File: src/rtl/rsq_pkg.sv
package rsq_pkg;
  localparam int SyncDepth = 2;
  function automatic int cnt_width(input int max_val);
    return (max_val < 1) ? 1 : $clog2(max_val + 1);
  endfunction
endpackage

File: src/rtl/rsq_sync.sv
module rsq_sync #(
  parameter bit RST_VAL = 1'b0
) (
  input  logic clk_i,
  input  logic rst_ni,
  input  logic d_i,
  output logic q_o
);
  import rsq_pkg::*;
  logic [SyncDepth-1:0] stg_q;

  always_ff @(posedge clk_i or negedge rst_ni) begin
    if (!rst_ni) stg_q[0] <= RST_VAL;
    else         stg_q[0] <= d_i;
  end

  for (genvar g = 1; g < SyncDepth; g++) begin : g_stage
    always_ff @(posedge clk_i or negedge rst_ni) begin
      if (!rst_ni) stg_q[g] <= RST_VAL;
      else         stg_q[g] <= stg_q[g-1];
    end
  end

  assign q_o = stg_q[SyncDepth-1];
endmodule

File: src/rtl/rsq_low_filter.sv
// Low level passes only after GLITCH_CYC consecutive low samples; high passes at once.
module rsq_low_filter #(
  parameter int GLITCH_CYC = 4,
  parameter bit RST_OUT    = 1'b1
) (
  input  logic clk_i,
  input  logic rst_ni,
  input  logic in_i,
  output logic out_o
);
  localparam int LW = rsq_pkg::cnt_width(GLITCH_CYC);
  localparam logic [LW-1:0] LAST = LW'(GLITCH_CYC - 1);

  logic [LW-1:0] low_cnt_q;
  logic          out_q;

  always_ff @(posedge clk_i or negedge rst_ni) begin
    if (!rst_ni) begin
      low_cnt_q <= '0;
      out_q     <= RST_OUT;
    end else if (in_i) begin
      low_cnt_q <= '0;
      out_q     <= 1'b1;
    end else if (low_cnt_q == LAST) begin
      out_q     <= 1'b0;
    end else begin
      low_cnt_q <= low_cnt_q + 1'b1;
    end
  end

  assign out_o = out_q;

  assert_filter_window_R5: assert property (@(posedge clk_i) disable iff (!rst_ni)
    $fell(out_q) |-> ($past(low_cnt_q) == LAST && !$past(in_i)));
endmodule

File: src/rtl/rsq_pin_edge.sv
// Falling-edge detect on the synchronized shared pin, blind while own drive is in flight.
module rsq_pin_edge (
  input  logic clk_i,
  input  logic rst_ni,
  input  logic pin_s_i,
  input  logic own_drv_i,
  output logic edge_o
);
  import rsq_pkg::*;
  logic [SyncDepth-1:0] drv_hist_q;
  logic                 lvl_q;
  logic                 mask;
  logic                 lvl;

  always_ff @(posedge clk_i or negedge rst_ni) begin
    if (!rst_ni) begin
      drv_hist_q <= '1;
      lvl_q      <= 1'b1;
    end else begin
      drv_hist_q <= {drv_hist_q[SyncDepth-2:0], own_drv_i};
      lvl_q      <= lvl;
    end
  end

  assign mask   = own_drv_i | (|drv_hist_q);
  assign lvl    = pin_s_i | mask;
  assign edge_o = lvl_q & ~lvl;

  assert_no_self_trigger_R7: assert property (@(posedge clk_i) disable iff (!rst_ni)
    edge_o |-> !own_drv_i && !$past(own_drv_i));
endmodule

File: src/rtl/rsq_stretch.sv
module rsq_stretch #(
  parameter int TIMEOUT_CYC = 16
) (
  input  logic clk_i,
  input  logic rst_ni,
  input  logic hold_i,
  input  logic trig_i,
  output logic active_o,
  output logic stretch_o
);
  localparam int CW = rsq_pkg::cnt_width(TIMEOUT_CYC);
  localparam logic [CW-1:0] FULL = CW'(TIMEOUT_CYC);

  logic [CW-1:0] cnt_q;
  logic          hold_q;

  always_ff @(posedge clk_i or negedge rst_ni) begin
    if (!rst_ni) begin
      cnt_q  <= FULL;
      hold_q <= 1'b1;
    end else begin
      hold_q <= hold_i;
      if (hold_i || trig_i)  cnt_q <= FULL;
      else if (cnt_q != '0)  cnt_q <= cnt_q - 1'b1;
    end
  end

  assign active_o  = (cnt_q != '0);
  assign stretch_o = active_o & ~hold_q;

  assert_hold_loads_R2: assert property (@(posedge clk_i) disable iff (!rst_ni)
    hold_i |=> cnt_q == FULL);
  assert_countdown_R8: assert property (@(posedge clk_i) disable iff (!rst_ni)
    (!hold_i && !trig_i && cnt_q != '0) |=> cnt_q == $past(cnt_q) - 1'b1);
endmodule

File: src/rtl/reset_sequencer.sv
module reset_sequencer #(
  parameter int TIMEOUT_CYC    = 50_000_000,
  parameter int SUP_GLITCH_CYC = 8,
  parameter int MR_GLITCH_CYC  = 25
) (
  input  logic clk_i,
  input  logic rst_ni,
  input  logic supply_ok_i,
  input  logic mr_ni,
  input  logic wdog_req_i,
  input  logic rst_pin_i,
  output logic rst_o,
  output logic rst_no,
  output logic pin_pull_o,
  output logic hi_push_o,
  output logic stretch_o
);
  logic sup_s, mr_s, pin_s;
  logic sup_f, mr_f;
  logic pin_edge;
  logic active;
  logic hold;

  rsq_sync #(.RST_VAL(1'b0)) i_sync_sup (.clk_i, .rst_ni, .d_i(supply_ok_i), .q_o(sup_s));
  rsq_sync #(.RST_VAL(1'b1)) i_sync_mr  (.clk_i, .rst_ni, .d_i(mr_ni),       .q_o(mr_s));
  rsq_sync #(.RST_VAL(1'b1)) i_sync_pin (.clk_i, .rst_ni, .d_i(rst_pin_i),   .q_o(pin_s));

  rsq_low_filter #(.GLITCH_CYC(SUP_GLITCH_CYC), .RST_OUT(1'b0)) i_flt_sup (
    .clk_i, .rst_ni, .in_i(sup_s), .out_o(sup_f));
  rsq_low_filter #(.GLITCH_CYC(MR_GLITCH_CYC), .RST_OUT(1'b1)) i_flt_mr (
    .clk_i, .rst_ni, .in_i(mr_s), .out_o(mr_f));

  rsq_pin_edge i_pin_edge (
    .clk_i, .rst_ni, .pin_s_i(pin_s), .own_drv_i(active), .edge_o(pin_edge));

  assign hold = ~sup_f | ~mr_f;

  rsq_stretch #(.TIMEOUT_CYC(TIMEOUT_CYC)) i_stretch (
    .clk_i, .rst_ni, .hold_i(hold), .trig_i(pin_edge | wdog_req_i),
    .active_o(active), .stretch_o(stretch_o));

  assign rst_o      = active;
  assign rst_no     = ~active;
  assign pin_pull_o = active;
  assign hi_push_o  = active;

  assert_wdog_restart_R8: assert property (@(posedge clk_i) disable iff (!rst_ni)
    wdog_req_i |=> rst_o);
  assert_pin_edge_resets_R6: assert property (@(posedge clk_i) disable iff (!rst_ni)
    pin_edge |=> rst_o && pin_pull_o);
  assert_supply_low_R1: assert property (@(posedge clk_i) disable iff (!rst_ni)
    !sup_f |=> rst_o);
  assert_stretch_flag_R10: assert property (@(posedge clk_i) disable iff (!rst_ni)
    stretch_o |-> rst_o && !$past(hold));
endmodule

File: config.mk
export PLATFORM = sky130hd
export DESIGN_NAME = reset_sequencer
export DESIGN_NICKNAME = d
export VERILOG_FILES = /design/src/rtl/rsq_pkg.sv /design/src/rtl/rsq_sync.sv /design/src/rtl/rsq_low_filter.sv /design/src/rtl/rsq_pin_edge.sv /design/src/rtl/rsq_stretch.sv /design/src/rtl/reset_sequencer.sv
export SDC_FILE = /design/constraint.sdc
export NUM_CORES = 1
export LEC_CHECK = 0
export ABC_AREA = 1
export BUFFER_PORTS_ARGS = -buffer_cell sky130_fd_sc_hd__buf_2
export CORE_MARGIN = 10
export CORE_UTILIZATION = 35
export DETAILED_ROUTE_END_ITERATION = 10
export PLACE_DENSITY = 0.53
export SETUP_SLACK_MARGIN = 0.1
export SLEW_MARGIN = 20
export SYNTH_ARGS = -nofsm -noshare
export SYNTH_HDL_FRONTEND = slang
export SYNTH_HIERARCHICAL = 1
export SYNTH_SLANG_ARGS = --single-unit
File: constraint.sdc
create_clock -name clk_i -period 2.7 [get_ports clk_i]
set_input_delay 0.54 -clock clk_i [delete_from_list [all_inputs] [get_ports clk_i]]
set_output_delay 0.54 -clock clk_i [all_outputs]
set_load 0.1 [all_outputs]
# Word-level counts from Yosys, hierarchy flattened
# Index checks and enable logic that the tools add are counted.
# word_totals
output_inout_bits	5
wordCells	48
regBits	47
in_bits	6
# classes
add_sub_neg	3
n_reduce_logical	6
bitwise	11
eq_ne	4
muxes	10
# ops
cell	n
$mux W26	2
$reduce_bool A26 Y1	1
$sub A26 B1 Y26 const B	1
$mux W5	2
$mux W4	2
$reduce_bool A2 Y1	3
$add A5 B1 Y5 const B	1
$eq A5 B5 Y1 const B	1
$not A1 Y1	5
$add A4 B1 Y4 const B	1
$eq A4 B3 Y1 const B	1
$mux W1	4
$ne A2 B2 Y1 const B	2
$or A1 B1 Y1	4
$and A1 B1 Y1	2
$reduce_or A2 Y1	1
$logic_or A1 B1 Y1	1

# Logic depth before layout (Yosys ltp)
# logic_depth
depth_word	8
mapped_depth	17
mapped_depth_nobuf	17

# By module
# The synthesis kept the hierarchy.
# modules_own_cells
module	seq_area_each_um2	n_inst	area_per_inst_um2	cells_each
rsq_stretch	691.9	1	1884.3	275
rsq_low_filter at i_flt_mr	151.4	1	319.1	43
rsq_low_filter at i_flt_sup	125.1	1	234.0	28
rsq_sync at i_sync_mr ...	52.6	2	52.6	2
rsq_pin_edge	78.8	1	100.1	8
rsq_sync at i_sync_sup	50.0	1	50.0	2
reset_sequencer	0.0	1	33.8	7

# Worst setup path before layout
# OpenSTA, ideal clock, no wires.
# synth_path
path_kind	register to output
start	reg i_stretch.cnt_q[0]
end	out stretch_o
path_stages_with_launch	8
slack_ns	-0.096
n_path_buf	0
t_required_ns	2.160
arrival_time_ns	2.256
cell_sequence	dfrtp_1 -> inv_1 -> ha_1 -> nand2_4 -> nor2_8 -> nand2_2 -> nor2_1 -> nor2_1
# synth_via
elab_chain_cells	2
# synth_rtl
element	line	text
start, declared	rsq_stretch.sv:14	logic [CW-1:0] cnt_q;
start signal, assigned	rsq_stretch.sv:24	else if (cnt_q != '0) cnt_q <= cnt_q - 1'b1;
$reduce_bool A26 Y1	rsq_stretch.sv:28	assign active_o = (cnt_q != '0);
$and A1 B1 Y1	rsq_stretch.sv:29	assign stretch_o = active_o & ~hold_q;
end, declared	reset_sequencer.sv:16	output logic stretch_o
# Every way passes these cells.

# Final worst setup path
# layout_path
start	reg i_stretch.cnt_q[1]
end	out hi_push_o
# layout_via
elab_chain_cells	1
# layout_rtl
element	line	text
$reduce_bool A26 Y1	rsq_stretch.sv:28	
end, declared	reset_sequencer.sv:15	output logic hi_push_o,
# Every way passes these cells.

==> summary.txt <==
Clocking
  • Clock Tree Buf Depth: 2
  • CTS tree: built
  • H-tree Lvls: 2
  • Clock-pin slew on the worst setup and hold paths: 90 ps
  • Worst-Skew Late Latency: 300 ps
  • Num Clock Sinks: 47
  • Setup bufs post-CTS: 0
  • CTS buffer count: 5
  • CTS root buffer: clkbuf_8
  • Post-CTS Hold Fix Bufs: 0

Synth
  • Synthesized cell area: roughly 2700 µm²
  • Synth Flop Type: dfrtp_1
  • Commonest cells in the netlist: nand2_1 (92), nor2_1 (59), inv_1 (53)
  • Total nets after synthesis: about 380
  • Yosys warnings: 6
  • Post-synthesis sequential area ratio: 0.441
  • Asr flop ratio synth: 1.00
  • Ranking of synthesized cells by area: dfrtp_1 (24%), dfstp_2 (20%), nand2_1 (13%), nor2_1 (8.1%), inv_1 (7.3%)
  • Synth Register Bits: 47
  • Netlist cell types: 27
  • Synthesized instance count: between 300 and 400
  • Yosys top cell by area: dfrtp_1
  • Top-count cell post-synth: nand2_1
  • Syn_area_per_cell: around 7.4 µm²
  • EDFF count, synth: 0
  • Synth top area share: 0.239

Placement
  • RePlAce Congestion: between 0.8 and 0.9
  • Placed cells: roughly 480
  • Port Buffer Count: 10
  • Dpl hpwl: approximately 4800 µm
  • Dpl cell area: ~2900 µm²

Floorplanning
  • Effective utilization at floorplan: 0.357
  • Die area: between 10000 and 15000 µm²
  • Die Wd: 108 µm
  • Die height: about 110 µm
  • Core area: approximately 7600 µm²
  • Cell Rows: 32
  • # IOs: 11

GRT
  • Vias in the first global route: 2257
  • All-Layer GR Usage: 0.114
  • Remaining Overflow, GRT: 0
  • Antenna violations before repair: 0
  • First-pass GRT wire length: 10800 µm
  • Largest net degree at the start of global routing: 20

Timing
  • Setup Skew: approximately 4.1 ps
  • RSZ-0062 raised after global routing: no
  • Final Critical Period: ~2500 ps
  • Final Hold Viols: 0
  • Maximum clock rate: 405 MHz
  • Period utilisation layout: 0.914
  • Final setup TNS: 0 ps
  • Count of final setup violators: 0
  • Fin. max-slew vios: 0
  • Slew margin rel.: 0.671
  • Least-Margin Pin Slew: 497 ps

Final layout
  • Area delta synth->final: 11.2%
  • Ratio of cells with drive above 1 in the final layout: 0.218
  • Area of the multi-input gates: ~1300 µm²
  • # diodes: 0
  • Final non-filler cell total: slightly below 500
  • FILL cells: a little over 800
  • Reg area: between 1000 and 1500 µm²
  • Final #Nets: 394
  • Cell area after layout: ~3000 µm²

Critical path
  • CP arrival: roughly 1900 ps
  • FF-to-FF End: i_stretch/cnt_q[0]$_DFFE_PN0P_
  • Setup Crit Path Kind: flip-flop to primary output
  • Max FO, Critical Path: 14
  • R2R Setup Slk: a little under 500 ps
  • Nature of the critical path startpoint: flip-flop
  • Worst Path Required: 2160 ps
  • Worst reg2reg path depth: 17
  • Reg-to-Reg Start: i_stretch/cnt_q[0]$_DFFE_PN0P_
  • Worst Setup End Kind: primary output

Detailed routing
  • Remaining antenna violation count: 0
  • First-pass DRT Iterations: 4
  • Starting DRT DRC Count: 70
  • # DRC: 0
  • Drt total wl: around 6100 µm
  • Via density per instance: roughly 4.6
  • Average wire per cell in the routed design: about 13 µm
  • Via Count: approximately 2300

Power and ir drop
  • Net Sw Frac: 0.319
  • Peak supply drop: 0.000265 V
  • NetSw: between 400 and 500 µW
  • PD cells: ~490 nW/µm²
  • P_int: between 1 and 1.5 mW
  • Reg power frac: 0.522
  • Leak: 1.57 nW
  • Logic pwr share: 0.185
  • Clock network power share: 0.293

Hold path
  • Hold Path Class: primary input to async pin

Outcome
  • Status: finished, final reports clean

Job
  • Max-Cap Viols: 0
metal layers:
metal	track usage	part of all wire
met1	0.147	0.50
met2	0.193	0.46
met3	0.0232	0.028
met4	0.0217	0.0075
met5	0	0
sequential cells by signal (all words and copies together), names as in the netlist, 2 cells and up:
register	count
i_flt_sup/low_cnt_q	4
i_flt_mr/low_cnt_q	5
i_stretch/cnt_q	26
i_pin_edge/drv_hist_q	2
worst max-delay path by stage:
stage | to | start | slack [ps] | cells after the start
2_1_floorplan | rst_no | i_stretch/cnt_q[0]$_DFFE_PN0P_ | 280 | 8
3_3_place_gp | i_stretch/cnt_q[0]$_DFFE_PN0P_ | i_stretch/cnt_q[0]$_DFFE_PN0P_ | 380 | 17
3_5_place_dp | i_stretch/cnt_q[0]$_DFFE_PN0P_ | i_stretch/cnt_q[0]$_DFFE_PN0P_ | 290 | 17
4_1_cts | stretch_o | i_stretch/cnt_q[0]$_DFFE_PN0P_ | 110 | 8
5_1_grt | hi_push_o | i_stretch/cnt_q[1]$_DFFE_PN0P_ | 120 | 8
6_report | hi_push_o | i_stretch/cnt_q[1]$_DFFE_PN0P_ | 230 | 8
power by group through the flow:
stage / combinational [mW] / clock, mW / sequential, mW
final: 0.278 / 0.439 / 0.781
after global routing: 0.322 / 0.478 / 0.787
after CTS: 0.278 / 0.464 / 0.782
after detailed placement: 0.276 / 0 / 0.794
after global placement: 0.275 / 0 / 0.794
after floorplan: 0.201 / 0 / 0.785
timing repair:
item / 4_1_cts / 5_1_grt
cloned: 0 / 0
setup endpoints to repair: 5 / 5
resized for setup: 1 / 3
critical path, stage by stage (launching register included):
cell and delay [ps]:
dfrtp_1 400, inv_1 80, ha_4 190, nand2_4 110, nor2_8 60, nand2_2 70
clkinv_2 60, nand2_4 170, buf_2 470
logic make-up after synthesis:
kind of cell | count (synthesis) | share of synthesized area
buf+inv | 64 | 0.0927
simple gates | 240 | 0.425
compound gates | 12 | 0.0229
fa+ha+maj | 4 | 0.0184
flops | 47 | 0.441
metrics by stage:
step                hold slack (ps)  setup WS (ps)  power (mW)   util
global placement                342            384        1.07  0.383
finish                          164            233        1.50  0.396
detailed placement              335            291        1.07  0.383
global route                    184            121        1.59  0.396
CTS                             177            108        1.52  0.395
floorplan                       244            281       0.987      -
cell type report:
cell class	count	share of cell area
timing repair buffer	13	0.0297
clock buffer	6	0.0239
inverter	61	0.0780
sequential	47	0.397
multi-input combinational	256	0.424
clock inverter	2	0.00537
tap	102	0.0421
cell usage in the layout, fill, tap and decap left out, drive strengths merged:
| cell type | instances |
|---|---|
| clkbuf | 7 |
| nand3b | 2 |
| clkinvlp | 2 |
| clkinv | 3 |
| a21oi | 7 |
| or2 | 6 |
| inv | 58 |
| nand4 | 19 |
| ha | 4 |
| nor2 | 74 |
| dfrtp | 26 |
| buf | 12 |
| nand2 | 102 |
| and2 | 1 |
| nand3 | 35 |
| dfstp | 21 |
| nor3 | 1 |
| o21bai | 1 |
| o21ai | 4 |
(Power assumes the default switching activity.)
